### src/rtl/lhb_pkg.sv
package lhb_pkg;
  localparam int unsigned FRAME_BYTES = 60;
  localparam logic [47:0] CTRL_DST    = 48'h0180C2000001;
  localparam logic [15:0] CTRL_TYPE   = 16'h8808;
endpackage

### src/rtl/lhb_slot_timer.sv
module lhb_slot_timer #(
  parameter int unsigned W = 8
) (
  input  logic         clk_i,
  input  logic         rst_ni,
  input  logic         tick_i,
  input  logic         restart_i,
  input  logic [W-1:0] limit_i,
  output logic         expire_o
);
  logic [W-1:0] cnt_q;
  logic         enabled;

  assign enabled  = |limit_i;
  // restart wins over a coinciding final tick
  assign expire_o = tick_i && enabled && !restart_i &&
                    (cnt_q >= limit_i - {{(W-1){1'b0}}, 1'b1});

  always_ff @(posedge clk_i or negedge rst_ni) begin
    if (!rst_ni)                     cnt_q <= '0;
    else if (restart_i || !enabled)  cnt_q <= '0;
    else if (tick_i)                 cnt_q <= expire_o ? '0 : cnt_q + 1'b1;
  end

  p_restart_clears_r3: assert property (@(posedge clk_i) disable iff (!rst_ni)
    restart_i |=> (cnt_q == '0));
  p_expire_restarts_r8: assert property (@(posedge clk_i) disable iff (!rst_ni)
    expire_o |=> (cnt_q == '0));
endmodule

### src/rtl/lhb_frame_gen.sv
module lhb_frame_gen
  import lhb_pkg::*;
#(
  parameter int unsigned N_BYTES = FRAME_BYTES
) (
  input  logic        clk_i,
  input  logic        rst_ni,
  input  logic        start_i,
  input  logic [47:0] src_i,
  input  logic [15:0] opcode_i,
  output logic [7:0]  data_o,
  output logic        valid_o,
  output logic        last_o,
  input  logic        ready_i
);
  localparam int unsigned IDX_W = $clog2(N_BYTES);
  localparam logic [IDX_W-1:0] LAST_IDX = IDX_W'(N_BYTES - 1);

  logic [IDX_W-1:0] idx_q;
  logic             busy_q;
  int               pos;

  assign valid_o = busy_q;
  assign last_o  = busy_q && (idx_q == LAST_IDX);
  assign pos     = int'(idx_q);

  always_comb begin
    data_o = 8'h00;
    if (pos < 6)        data_o = CTRL_DST[8*(5-pos) +: 8];
    else if (pos < 12)  data_o = src_i[8*(11-pos) +: 8];
    else if (pos == 12) data_o = CTRL_TYPE[15:8];
    else if (pos == 13) data_o = CTRL_TYPE[7:0];
    else if (pos == 14) data_o = opcode_i[15:8];
    else if (pos == 15) data_o = opcode_i[7:0];
  end

  always_ff @(posedge clk_i or negedge rst_ni) begin
    if (!rst_ni) begin
      busy_q <= 1'b0;
      idx_q  <= '0;
    end else if (!busy_q) begin
      if (start_i) begin
        busy_q <= 1'b1;
        idx_q  <= '0;
      end
    end else if (ready_i) begin
      if (idx_q == LAST_IDX) busy_q <= 1'b0;
      else                   idx_q  <= idx_q + 1'b1;
    end
  end

  p_hold_on_stall_r4: assert property (@(posedge clk_i) disable iff (!rst_ni)
    (valid_o && !ready_i) |=> (valid_o && $stable(idx_q)));
  p_end_after_last_r4: assert property (@(posedge clk_i) disable iff (!rst_ni)
    (valid_o && ready_i && last_o) |=> !valid_o);
endmodule

### src/rtl/lhb_irq_ctl.sv
module lhb_irq_ctl (
  input  logic clk_i,
  input  logic rst_ni,
  input  logic set_i,
  input  logic clear_i,
  output logic irq_o
);
  always_ff @(posedge clk_i or negedge rst_ni) begin
    if (!rst_ni)      irq_o <= 1'b0;
    else if (set_i)   irq_o <= 1'b1;  // set beats clear
    else if (clear_i) irq_o <= 1'b0;
  end

  p_sticky_r6: assert property (@(posedge clk_i) disable iff (!rst_ni)
    (irq_o && !clear_i) |=> irq_o);
  p_set_wins_r6: assert property (@(posedge clk_i) disable iff (!rst_ni)
    set_i |=> irq_o);
endmodule

### src/rtl/lnk_keepalive.sv
module lnk_keepalive
  import lhb_pkg::*;
#(
  parameter int unsigned PERIOD_W = 8
) (
  input  logic                clk_i,
  input  logic                rst_ni,
  input  logic                slot_tick_i,
  input  logic                tx_activity_i,
  input  logic                rx_good_i,
  input  logic [PERIOD_W-1:0] period_i,
  input  logic [7:0]          opcode_hi_i,
  input  logic [7:0]          opcode_lo_i,
  input  logic [47:0]         src_addr_i,
  output logic [7:0]          frm_data_o,
  output logic                frm_valid_o,
  output logic                frm_last_o,
  input  logic                frm_ready_i,
  output logic                irq_o,
  input  logic                irq_clear_i
);
  logic [PERIOD_W-1:0] half, tx_limit;
  logic                tx_expire, rx_expire, tx_restart;

  assign half     = period_i >> 1;
  assign tx_limit = (period_i == '0) ? '0 :
                    (half == '0) ? {{(PERIOD_W-1){1'b0}}, 1'b1} : half;
  // the heartbeat itself counts as traffic: hold idle count while sending
  assign tx_restart = tx_activity_i || frm_valid_o;

  lhb_slot_timer #(.W(PERIOD_W)) i_tx_timer (
    .clk_i, .rst_ni, .tick_i(slot_tick_i), .restart_i(tx_restart),
    .limit_i(tx_limit), .expire_o(tx_expire)
  );

  lhb_slot_timer #(.W(PERIOD_W)) i_rx_timer (
    .clk_i, .rst_ni, .tick_i(slot_tick_i), .restart_i(rx_good_i),
    .limit_i(period_i), .expire_o(rx_expire)
  );

  lhb_frame_gen #(.N_BYTES(FRAME_BYTES)) i_frame (
    .clk_i, .rst_ni, .start_i(tx_expire), .src_i(src_addr_i),
    .opcode_i({opcode_hi_i, opcode_lo_i}), .data_o(frm_data_o),
    .valid_o(frm_valid_o), .last_o(frm_last_o), .ready_i(frm_ready_i)
  );

  lhb_irq_ctl i_irq (
    .clk_i, .rst_ni, .set_i(rx_expire), .clear_i(irq_clear_i), .irq_o
  );

  p_zero_no_frame_r9: assert property (@(posedge clk_i) disable iff (!rst_ni)
    (period_i == '0 && !frm_valid_o) |=> !frm_valid_o);
  p_zero_no_irq_r9: assert property (@(posedge clk_i) disable iff (!rst_ni)
    (period_i == '0 && !irq_o) |=> !irq_o);
  p_quiet_in_frame_r5: assert property (@(posedge clk_i) disable iff (!rst_ni)
    frm_valid_o |-> !tx_expire);
  p_activity_blocks_r3: assert property (@(posedge clk_i) disable iff (!rst_ni)
    (tx_activity_i && !frm_valid_o) |=> !frm_valid_o);
endmodule

### config.mk
export PLATFORM = sky130hd
export DESIGN_NAME = lnk_keepalive
export DESIGN_NICKNAME = d
export VERILOG_FILES = /design/src/rtl/lhb_pkg.sv /design/src/rtl/lhb_slot_timer.sv /design/src/rtl/lhb_frame_gen.sv /design/src/rtl/lhb_irq_ctl.sv /design/src/rtl/lnk_keepalive.sv
export SDC_FILE = /design/constraint.sdc
export NUM_CORES = 1
export LEC_CHECK = 0
export BUFFER_PORTS_ARGS = -buffer_cell sky130_fd_sc_hd__buf_2
export CAP_MARGIN = 20
export CORE_UTILIZATION = 30
export CTS_CLUSTER_SIZE = 30
export DETAILED_ROUTE_END_ITERATION = 8
export PLACE_DENSITY = 0.58
export SLEW_MARGIN = 20
export SYNTH_ARGS = -nofsm -noshare
export SYNTH_HDL_FRONTEND = slang
export SYNTH_SLANG_ARGS = --single-unit
### constraint.sdc
create_clock -name clk_i -period 2.1 [get_ports clk_i]
set_input_delay 0.105 -clock clk_i [delete_from_list [all_inputs] [get_ports clk_i]]
set_output_delay 0.105 -clock clk_i [all_outputs]
set_load 0.02 [all_outputs]
## After elaboration in Yosys (flattened, before gate mapping)

Cells that the tools add are included.

| storage, ports and cells | value |
|---|---|
| bits in registers | 24 |
| input bits | 79 |
| output and inout bits | 11 |
| logic and storage cells | 72 |

| operators by class | value |
|---|---|
| add/subtract/negate cells | 7 |
| order comparisons | 4 |
| equal/unequal tests | 7 |
| shift-type cells | 2 |
| multiplexer cells | 24 |
| reduce and logical (&&, ||, !) cells | 23 |

Operator list:

| operator | count |
|---|---|
| 8-bit two-way mux | 12 |
| 48-bit by 32-bit indexed part select with 8-bit output | 1 |
| 48-bit by 32-bit indexed part select with 8-bit output, first input constant | 1 |
| 6-bit by 5-bit == test with 1-bit output, second input constant | 4 |
| 6-bit two-way mux | 4 |
| 8-bit by 1-bit adder with 8-bit output, second input constant | 2 |
| 8-bit greater-or-equal comparator | 2 |
| 8-bit zero test | 2 |
| 8-bit OR reduction | 2 |
| 7-bit two-way mux | 2 |
| 2-bit nonzero test | 4 |
| 7-bit by 1-bit subtractor with 8-bit output, second input constant | 1 |
| 8-bit by 1-bit subtractor with 8-bit output, second input constant | 1 |
| 1-bit logical AND | 7 |
| 3-bit by 6-bit subtractor with 7-bit output, first input constant | 1 |
| 4-bit by 6-bit subtractor with 7-bit output, first input constant | 1 |
| 6-bit by 1-bit adder with 6-bit output, second input constant | 1 |
| 6-bit == test, second input constant | 1 |
| 6-bit by 3-bit < comparator with 1-bit output, second input constant | 1 |
| 6-bit by 4-bit < comparator with 1-bit output, second input constant | 1 |
| 1-bit two-way mux | 6 |
| 1-bit zero test | 4 |
| 2-bit inequality test, second input constant | 2 |
| 1-bit logical OR | 3 |
| 3-bit AND reduction | 1 |

## Logic depth before layout (Yosys ltp)

Gate-level depths: netlist of the first run.

| logic depth | value |
|---|---|
| word-level depth | 10 |
| mapped depth | 13 |

## Hierarchy

From an unflattened synthesis of the first run, not the netlist that was laid out.

| second synthesis, totals | value |
|---|---|
| cells, all modules | 344 |
| area, all modules | 3,056.7 µm² |

By module, submodules not included:

| module | times used | cells an instance | area an instance (µm²) | sequential area each (µm²) |
|---|---|---|---|---|
| lhb_frame_gen | 1 | 135 | 1,253.7 | 175.2 |
| lhb_slot_timer at i_rx_timer | 1 | 102 | 915.9 | 200.2 |
| lhb_slot_timer at i_tx_timer | 1 | 93 | 790.8 | 200.2 |
| lnk_keepalive | 1 | 11 | 60.1 | 0.0 |
| lhb_irq_ctl | 1 | 3 | 36.3 | 25.0 |

## Least setup slack after synthesis of the first run

OpenSTA, ideal clock, no wires.

| timing | value |
|---|---|
| path type | in2reg |
| from | in period_i[4] |
| to | reg i_frame.idx_q[2] |
| library setup time | 0.124 ns |
| arrival | 2.795 ns |
| required time | 1.976 ns |
| slack | -0.819 ns |
| cell stages on the path | 13 |
| path buffers | 1 |
| path through | buf_2 nor4_2 nand2_1 mux2_2 ha_1 nand2b_1 nor2_1 xnor2_1 ha_1 o21ai_0 a221o_1 a32o_1 a211o_1 |

| on the way | value |
|---|---|
| word-level cells in the longest chain between the ends | 9 |
| elaborated cells between the ends (all ways) | 12 |
| classes of those cells | add/sub: 1; order compare: 1; mux: 2; reduce/logical: 8 |

RTL lines:

| item | line | RTL |
|---|---|---|
| from (decl) | lnk_keepalive.sv:11 | `input logic [PERIOD_W-1:0] period_i,` |
| 8-bit zero test | lnk_keepalive.sv:27 | `(half == '0) ? {{(PERIOD_W-1){1'b0}}, 1'b1} : half;` |
| 7-bit two-way mux | lnk_keepalive.sv:27 |  |
| 7-bit two-way mux (*) | lnk_keepalive.sv:26 | `assign tx_limit = (period_i == '0) ? '0 :` |
| parallel branches: the longest is 3 deep, another holds 7-bit by 1-bit subtractor with 8-bit output | - |  |
| 1-bit logical AND (*) | lhb_slot_timer.sv:16 | `assign expire_o = tick_i && enabled && !restart_i &&` |
| 2-bit nonzero test (no line) (*) | - |  |
| 3-bit AND reduction (no line) (*) | - |  |
| to (signal assigned) | lhb_frame_gen.sv:48 | `else idx_q <= idx_q + 1'b1;` |
| to (decl) | lhb_frame_gen.sv:19 | `logic [IDX_W-1:0] idx_q;` |

Mark *: on every way between the ends.
A chain may end at the register's enable or synchronous reset.

## Final worst setup path of the first run

Ends and elaborated chain as after synthesis.

==> results.toml, run 1 <==
[finish]
n_antenna_cell = 0
layout-drive-gt1-share_pct = 42.7
layout.nets = 549
final_cells = 543
final_cell_mix = "buf_2, buf_4, nand2_1, ha_1, dfrtp_1"
area_delta_synth_final_pct = 45.5
design_area_sq_um = 3830
fin_util_pct = 46.0
final_common_cell = "buf_2"

[timing]
worst_pin_slew_ns = 0.557
period_needed_ns = 2.47
final.setup_skew_ns = 0.00213
fin_crit_sh_pct = 118
final.setup.worst_slack_ns = -0.369
fmax_ghz = 0.405
hold_viol = 0
setup_viol = 23
rsz0062_at_grt = "true"
setup_tns_ns = -4.93
relSlewSlack_pct = 62.9
holdWs_ns = 0.0210
slew_violations = 0

[critical_path]
arrival_ns = 2.62
ff2ff_path_depth = 6
slowest_delay_ns = 0.35
crit_start = "period_i[4]"
start_kind = "input port"
rrSetupSlack_ns = 0.08
path_cells = "buf_6, nor4_4, nand2_1, mux2_4, ha_4, nand2b_4, nor2_4, xnor2_2, ha_1, o21ai_1, a221o_1, a32o_2, a211o_1"
critPathCaptureType = "flip-flop"
rr_startpoint = "i_tx_timer.cnt_q[3]$_DFFE_PN0P_"
critical_path_class = "input port to flip-flop"
path_max_fanout = 5
crit_slowest_cell = "a221o_1"
required_ns = 2.25
worstSetupEndpoint = "i_frame.idx_q[2]$_DFFE_PN0P_"
r2r-end = "i_frame.idx_q[2]$_DFFE_PN0P_"

[detailed_routing]
drtIter0Drc = 107
vias_per_cell = 5.20
first_pass_iters = 4
drc = 0
wl_per_cell_microns = 13.9
drt.antenna.violating_nets = 0
drt_wl_total_microns = 7550
routed-via-count = 2821

[clock_tree]
tritoncts = "yes"
clk_pin_slew_ns = 0.09
htreeDepth = 1
cts_sinks = 24
cts_made_buffers = 3
cts_root_buffer = "clkbuf_8"
cts_max_path_buffers = 2
insertion_delay_ns = 0.26

[power]
p_leak_nw = 1.84
swShare_pct = 40.9
power.total_mw = 2.60
pwr-share-seq_pct = 24.8
netSwitchingPower_mw = 1.06
clkPwrFrac_pct = 12.1
peakVddDrop_mv = 0.240
p_int_mw = 1.54
power_density_nw_per_um2 = 678
p_comb_share_pct = 63.1

[yosys]
ys_types = 48
syn_area_sq_um = 2640
syn_avg_cell_area_sq_um = 8.62
synthCells = 306
syn_nets = 416
synth_edf_count = 0
seq_area_frac_synth_pct = 22.8
synth-seq-cells = 24
synth-main-ff-cell = "dfrtp_1"
async_reset_ff_share_pct = 100
yosys_warnings = 0

[global_route]
grt_max_degree = 25
grt_pass1_wl_microns = 11900
grt_overflow_total = 0
antenna_found_initial = 0
grt_usage_pct = 16.3
first_global_vias = 2734

[die]
start_util_pct = 31.6
core_area_sq_um = 8340
die_area_sq_um = 9170
fp.dieH_microns = 95.7
num_rows = 33
die-width_microns = 95.7
ios = 90

[place]
place_area_sq_um = 3600
portBuffers = 89
dpl.cell_count = 533
place_ws_ns = -0.697
gp_congestion = 0.812
dpl.hpwl_microns = 6110

[hold_path]
hp-class = "input port to flip-flop"
worstHoldStart = "irq_clear_i"

[flow_run]
cap_violations = 0

[outcome]
violations = "negative setup slack"
status = "finished, violations left"
-- worst max-delay path, delay by kind of cell --
| family | cells | cell delay (ns) |
|---|---|---|
| xor gates and xnor gates | 1 | 0.12 |
| adders and majority gates | 2 | 0.46 |
| and+or+nand+nor | 4 | 0.51 |
| buffers and inverters | 1 | 0.10 |
| muxes | 1 | 0.34 |
| AOI/OAI and AO/OA | 4 | 0.97 |
-- registers in the layout, summed over array words and instances (netlist names) --
signal / cells
i_irq.irq_o: 1
i_rx_timer.cnt_q: 8
i_frame.valid_o: 1
i_frame.idx_q: 6
i_tx_timer.cnt_q: 8
-- power groups by stage --
stage | registers, mW | logic [mW] | clock network, mW
6_report | 0.646 | 1.64 | 0.314
5_1_grt | 0.664 | 1.81 | 0.341
4_1_cts | 0.646 | 1.65 | 0.327
3_5_place_dp | 0.656 | 1.61 | 0
3_3_place_gp | 0.654 | 1.58 | 0
2_1_floorplan | 0.639 | 1.03 | 0
-- per-layer routing --
metal,GRT usage [%],share of wire (%),vias up
li1,-,-,1426
met1,17.9,43,1316
met2,33.0,51,75
met3,2.05,5.6,4
met4,2.86,0.73,0
met5,0,0,-
-- timing repair --
item                                   CTS  global route
hold buffers                             1             0
gates resized for setup                 18            14
cloned                                   0             0
setup endpoints to repair               23            23
pin swaps                               12            12
endpoints found under the hold margin   24             0
setup buffers                            4             2
-- worst min-delay path by stage --
stage                                                 end  slack, ns  cells after the start
after floorplan              i_frame.idx_q[0]$_DFFE_PN0P_      -0.19                      0
after global placement            i_irq.irq_o$_DFFE_PN0P_       0.13                      1
after detailed placement  i_rx_timer.cnt_q[2]$_DFFE_PN0P_       0.13                      1
after CTS                         i_irq.irq_o$_DFFE_PN0P_       0.02                      2
after global routing              i_irq.irq_o$_DFFE_PN0P_       0.02                      2
final                             i_irq.irq_o$_DFFE_PN0P_       0.02                      2
-- cell families (layout without fill, tap and decap cells) --
family | count (synthesis) | in the layout | share of synthesized area [%]
DFF | 24 | 24 | 22.8
xor gates and xnor gates | 14 | 14 | 4.65
muxes | 17 | 17 | 10.7
and+or+nand+nor | 117 | 117 | 22.8
adders and majority gates | 31 | 31 | 14.7
buffers and inverters | 29 | 161 | 4.27
AOI/OAI and AO/OA | 74 | 74 | 20.1
-- cell type report --
type                       count  area (sq um)
fill                         834          4510
multi-input combinational    253          2120
timing repair buffer         139           863
sequential                    24           601
tap                          105           131
inverter                      18          67.6
clock buffer                   4          55.1
-- Yosys cell counts, types with 2 or more instances --
cell type,instances,area share (%)
nand2_1,33,4.7
ha_1,31,15
dfrtp_1,24,23
nand3_1,24,4.6
inv_1,18,2.6
a22oi_1,14,4.0
nor2_1,14,2.0
mux2_2,9,3.8
o21ai_0,9,1.7
mux4_2,8,6.8
nor3_1,8,1.5
a21oi_1,7,1.3
and3_1,7,1.7
clkbuf_1,7,1.0
xnor2_1,7,2.3
xor2_1,7,2.3
a21o_1,6,1.7
nor2b_1,6,1.4
o22ai_1,6,1.4
nor4_1,5,1.2
a21boi_0,4,1.1
nor3b_1,4,1.1
o2111ai_1,4,1.3
o211ai_1,4,1.1
a41oi_1,3,1.0
and2_1,3,0.71
buf_2,3,0.57
nand4_1,3,0.71
o221ai_1,3,1.0
o31ai_1,3,0.85
a211o_1,2,0.66
a211oi_1,2,0.57
a221o_1,2,0.76
nor4_2,2,0.95
Power figures use the tool's default switching activity.
==> run 2, diff against run 1 <==
--- a/config.mk
+++ b/config.mk
@@ -11,6 +11,7 @@
 export CTS_CLUSTER_SIZE = 30
 export DETAILED_ROUTE_END_ITERATION = 8
 export PLACE_DENSITY = 0.58
+export REMOVE_ABC_BUFFERS = 1
 export SLEW_MARGIN = 20
 export SYNTH_ARGS = -nofsm -noshare
 export SYNTH_HDL_FRONTEND = slang
==> run 2 against run 1 <==
The flow still finishes with violations (negative setup slack). Via count is 1.1% lower. Cell count fell by 0.92%. Final area down 3.6%. Sequential share of layout area grew 0.61 points. Sequential cell count unchanged. Critical endpoint unchanged. Clock power up 3%.
==> results.toml, run 2 (same netlist as run 1, synthesis figures left out) <==
[critical_path]
crit_slowest_cell = "a221o_1"
rrSetupSlack_ns = 0.20
path_max_fanout = 5
critical_path_class = "input port to flip-flop"
r2r-end = "i_frame.idx_q[2]$_DFFE_PN0P_"
start_kind = "input port"
required_ns = 2.26
crit_buf_inv = 2
rr_startpoint = "i_frame.idx_q[2]$_DFFE_PN0P_"
path_cells = "buf_6, nor4_4, nand2_1, mux2_4, ha_4, nand2b_4, nor2_2, xnor2_1, ha_1, inv_1, a221o_1, a32o_2, a211o_1"
cp_top_family = "compound AO/OA/AOI/OAI gates"
crit_start = "period_i[4]"
ff2ff_path_depth = 6
critPathCaptureType = "flip-flop"
critical_path_depth = 13
worstSetupEndpoint = "i_frame.idx_q[2]$_DFFE_PN0P_"
slowest_delay_ns = 0.37
arrival_ns = 2.63

[flow_run]
cap_violations = 0

[detailed_routing]
drc = 0
routed-via-count = 2791
drt_wl_total_microns = 7280
vias_per_cell = 5.19
drtIter0Drc = 86
first_pass_iters = 5
wl_per_cell_microns = 13.5
drt.antenna.violating_nets = 0

[timing]
final.setup_skew_ns = 0.00565
fin_crit_sh_pct = 118
hold_viol = 0
slew_violations = 0
relSlewSlack_pct = 58.9
rsz0062_at_grt = "true"
period_needed_ns = 2.47
worst_pin_slew_ns = 0.617
setup_viol = 22
final.setup.worst_slack_ns = -0.373
fmax_ghz = 0.404

[global_route]
first_global_vias = 2740
grt_overflow_total = 0
antenna_found_initial = 0
grt_usage_pct = 16.0
grt_pass1_wl_microns = 11800
grt_max_degree = 25

[finish]
nFillCells = 829
layout.nets = 544
n_antenna_cell = 0
reg_top3 = "i_rx_timer.cnt_q x8, i_tx_timer.cnt_q x8, i_frame.idx_q x6"
final_common_cell = "buf_2"
final_cells = 538
layout-drive-gt1-share_pct = 40.2
final_cell_mix = "buf_2, buf_4, nand2_1, ha_1"
area_delta_synth_final_pct = 40.3
multiInputGateArea_sq_um = 2030
seq_area_sq_um = 602

[place]
place_ws_ns = -0.773
portBuffers = 89
dpl.cell_count = 531
dpl.hpwl_microns = 5790
gp_congestion = 0.831

[die]
core_area_sq_um = 8340
die-width_microns = 95.7
ios = 90
die_area_sq_um = 9170
fp.dieH_microns = 95.7
start_util_pct = 31.6
num_rows = 33

[clock_tree]
htreeDepth = 1
cts_max_path_buffers = 2
cts_made_buffers = 3
cts_root_buffer = "clkbuf_8"
tritoncts = "yes"
clk_pin_slew_ns = 0.09
insertion_delay_ns = 0.27
cts_sinks = 24

[outcome]
violations = "negative setup slack"
status = "finished, violations left"

[power]
p_leak_nw = 1.79
power_density_nw_per_um2 = 670
peakVddDrop_mv = 0.282
power.total_mw = 2.48

[hold_path]
hp-class = "input port to flip-flop"
[run 2: cell types whose count changed in the layout (fill, tap and decap cells not counted), sizes merged]
| cell | change |
|---|---|
| buf | -5 |
[run 2: final cells by class]
| cell class | instances | area share [%] |
|---|---|---|
| timing repair buffer | 134 | 22.1 |
| inverter | 18 | 1.83 |
| clock buffer | 4 | 1.49 |
| tap | 105 | 3.55 |
| multi-input combinational | 253 | 54.8 |
| sequential | 24 | 16.3 |
[run 2: report_power, final]
group	total [mW]	leakage [nW]	switching, mW	internal (mW)
registers	0.661	0.312	0.128	0.533
clock network	0.323	0.0288	0.156	0.167
logic	1.49	1.45	0.732	0.763
total	2.48	1.79	1.02	1.46
[run 2: worst min path at each step]
| stage | from | to | slack (ns) | cells past startpoint |
|---|---|---|---|---|
| 2_1_floorplan | rst_ni | i_frame.idx_q[0]$_DFFE_PN0P_ | -0.19 | 0 |
| 3_3_place_gp | rst_ni | i_tx_timer.cnt_q[3]$_DFFE_PN0P_ | 0.14 | 1 |
| 3_5_place_dp | rst_ni | i_rx_timer.cnt_q[1]$_DFFE_PN0P_ | 0.15 | 1 |
| 4_1_cts | irq_clear_i | i_irq.irq_o$_DFFE_PN0P_ | 0.02 | 2 |
| 5_1_grt | irq_clear_i | i_irq.irq_o$_DFFE_PN0P_ | 0.02 | 2 |
| 6_report | irq_clear_i | i_irq.irq_o$_DFFE_PN0P_ | 0.02 | 2 |
[run 2: routing by layer]
layer / up-vias / wire length (microns) / global-route usage [%]
met1: 1280 / 3250 / 20.1
met3: 8 / 430 / 1.50
met5: - / 0 / 0
met4: 0 / 59 / 2.49
met2: 89 / 3550 / 30.0
li1: 1414 / - / -
[run 2: repair_timing]
action                                  in CTS  in global routing
endpoints found under the hold margin       24                  0
pin swaps                                   16                  3
hold buffers                                 1                  0
gates resized for setup                     24                  5
buffers inserted                             2                  0
endpoints found under the setup margin      23                 23
[run 2: per-stage QoR]
step	hold WS [ns]	util, %	cell area, sq um	TNS (ns)
after global placement	0.144	41.9	3500	-9.25
final	0.0180	44.3	3700	-4.16
after detailed placement	0.148	41.9	3500	-9.75
after floorplan	-0.191	-	2590	-12.90
after global routing	0.0224	44.3	3700	-7.24
after CTS	0.0153	44.1	3670	-3.70
==> run 3, diff against run 2 <==
--- a/config.mk
+++ b/config.mk
@@ -7,11 +7,13 @@
 export LEC_CHECK = 0
 export BUFFER_PORTS_ARGS = -buffer_cell sky130_fd_sc_hd__buf_2
 export CAP_MARGIN = 20
+export CORE_MARGIN = 2
 export CORE_UTILIZATION = 30
 export CTS_CLUSTER_SIZE = 30
 export DETAILED_ROUTE_END_ITERATION = 8
 export PLACE_DENSITY = 0.58
 export REMOVE_ABC_BUFFERS = 1
+export SETUP_SLACK_MARGIN = 0.1
 export SLEW_MARGIN = 20
 export SYNTH_ARGS = -nofsm -noshare
 export SYNTH_HDL_FRONTEND = slang
==> run 3 against run 2 <==
The flow still finishes with violations (negative setup slack). Largest cell class unchanged. Count of clock-buffer cells in the layout is 1 lower. Sequential power rose by 2%. Sequential cell count unchanged. Critical endpoint unchanged. Global-route usage fell by 0.82 points.
==> results.toml, run 3 (same netlist as run 1, synthesis figures left out) <==
[outcome]
status = "finished, violations left"
violations = "negative setup slack"

[die]
ios = 90
die-width_microns = 97.7
start_util_pct = 30.5
fp.dieH_microns = 97.7
die_area_sq_um = 9550
core_area_sq_um = 8640
num_rows = 34

[critical_path]
arrival_ns = 2.62
r2r-end = "i_frame.idx_q[2]$_DFFE_PN0P_"
crit_start = "period_i[4]"
path_max_fanout = 5
start_kind = "input port"
critPathCaptureType = "flip-flop"
required_ns = 2.26
rr_startpoint = "i_frame.idx_q[2]$_DFFE_PN0P_"
critical_path_class = "input port to flip-flop"
rrSetupSlack_ns = 0.18
ff2ff_path_depth = 6

[finish]
multiInputGateArea_sq_um = 2030
n_antenna_cell = 0
final_cell_mix = "buf_2, buf_4, nand2_1, ha_1"
layout.nets = 546
reg_top3 = "i_rx_timer.cnt_q x8, i_tx_timer.cnt_q x8, i_frame.idx_q x6"
fin_util_pct = 42.8
final_common_cell = "buf_2"
layout-drive-gt1-share_pct = 40.1
nFillCells = 883
final_cells = 542
area_delta_synth_final_pct = 40.3
seq_area_sq_um = 602

[clock_tree]
cts_max_path_buffers = 2
cts_root_buffer = "clkbuf_8"
htreeDepth = 1
insertion_delay_ns = 0.26
cts_sinks = 24
tritoncts = "yes"
clk_pin_slew_ns = 0.09
cts_made_buffers = 3

[global_route]
grt_usage_pct = 15.2
grt_max_degree = 25
grt_pass1_wl_microns = 12400
grt_overflow_total = 0
first_global_vias = 2760
antenna_found_initial = 0

[hold_path]
worstHoldEndpoint = "i_irq.irq_o$_DFFE_PN0P_"
hp-class = "input port to flip-flop"
hold_depth = 2
worstHoldStart = "irq_clear_i"

[place]
place_ws_ns = -0.801
dpl.hpwl_microns = 5950
dpl.cell_count = 537
gp_congestion = 0.861
portBuffers = 89

[timing]
setup_tns_ns = -4.22
fin_crit_sh_pct = 117
setup_viol = 23
slew_violations = 0
rsz0062_at_grt = "true"
fmax_ghz = 0.407
hold_viol = 0
relSlewSlack_pct = 64.0
period_needed_ns = 2.46
worst_pin_slew_ns = 0.540
final.setup_skew_ns = 0.00735
final.setup.worst_slack_ns = -0.360

[power]
power.total_mw = 2.45
power_density_nw_per_um2 = 663
p_leak_nw = 1.79
peakVddDrop_mv = 0.249

[detailed_routing]
drc = 0
first_pass_iters = 4
wl_per_cell_microns = 13.4
drt_wl_total_microns = 7290
routed-via-count = 2797
vias_per_cell = 5.16
drtIter0Drc = 143
drt.antenna.violating_nets = 0

[flow_run]
cap_violations = 0
run 3: cell count changes in the layout (fill, tap and decap cells not counted), moves of 2 or more:
cell	before	now
a41oi_2	0	3
buf_4	43	45
a21boi_1	0	2
a21boi_0	4	2
a41oi_1	3	0
run 3: per-layer routing:
metal  share of wire (%)  vias to the layer above  GRT usage, %
met5                   0                        -             0
met4                0.41                        0          2.99
met3                 5.6                        4          2.08
met2                  49                       78          27.4
met1                  45                     1298          19.5
li1                    -                     1417             -
run 3: through the flow:
step	hold slack, ns	cell area, sq um
after CTS	0.0161	3660
final	0.0221	3700
after floorplan	-0.191	2590
after global placement	0.123	3510
after detailed placement	0.126	3510
after global routing	0.0118	3700
run 3: critical path, stage by stage:
cell     delay [ns]
buf_8          0.10
nor4_4         0.30
nand2_1        0.11
mux2_4         0.33
ha_4           0.18
xnor2_2        0.13
ha_1           0.27
o21a_1         0.11
o21ai_1        0.07
a221o_1        0.34
a32o_2         0.32
a211o_1        0.26
run 3: report_power, final:
group | total, mW | switching (mW) | internal [mW]
Sequential | 0.673 | 0.140 | 0.533
Clock | 0.271 | 0.143 | 0.128
Combinational | 1.51 | 0.732 | 0.777
run 3: repair_timing:
action	in CTS	in global routing
hold buffers	1	0
cloned	0	0
endpoints found under the hold margin	24	0
resized for setup	22	11
setup endpoints to repair	23	25
buffers inserted	0	1
pin swaps	11	6
run 3: worst max path at each step:
stage                                    to  slack (ns)
2_1_floorplan  i_frame.idx_q[2]$_DFFE_PN0P_       -0.78
3_3_place_gp   i_frame.idx_q[2]$_DFFE_PN0P_       -0.73
3_5_place_dp   i_frame.idx_q[2]$_DFFE_PN0P_       -0.80
4_1_cts        i_frame.idx_q[2]$_DFFE_PN0P_       -0.32
5_1_grt        i_frame.idx_q[2]$_DFFE_PN0P_       -0.46
6_report       i_frame.idx_q[2]$_DFFE_PN0P_       -0.36
run 3: layout make-up:
class,count,share of cell area [%]
Clock buffer,3,1.12
Multi-Input combinational cell,253,55.0
Inverter,18,1.83
Sequential cell,24,16.3
Tap cell,108,3.65
Timing Repair Buffer,136,22.2
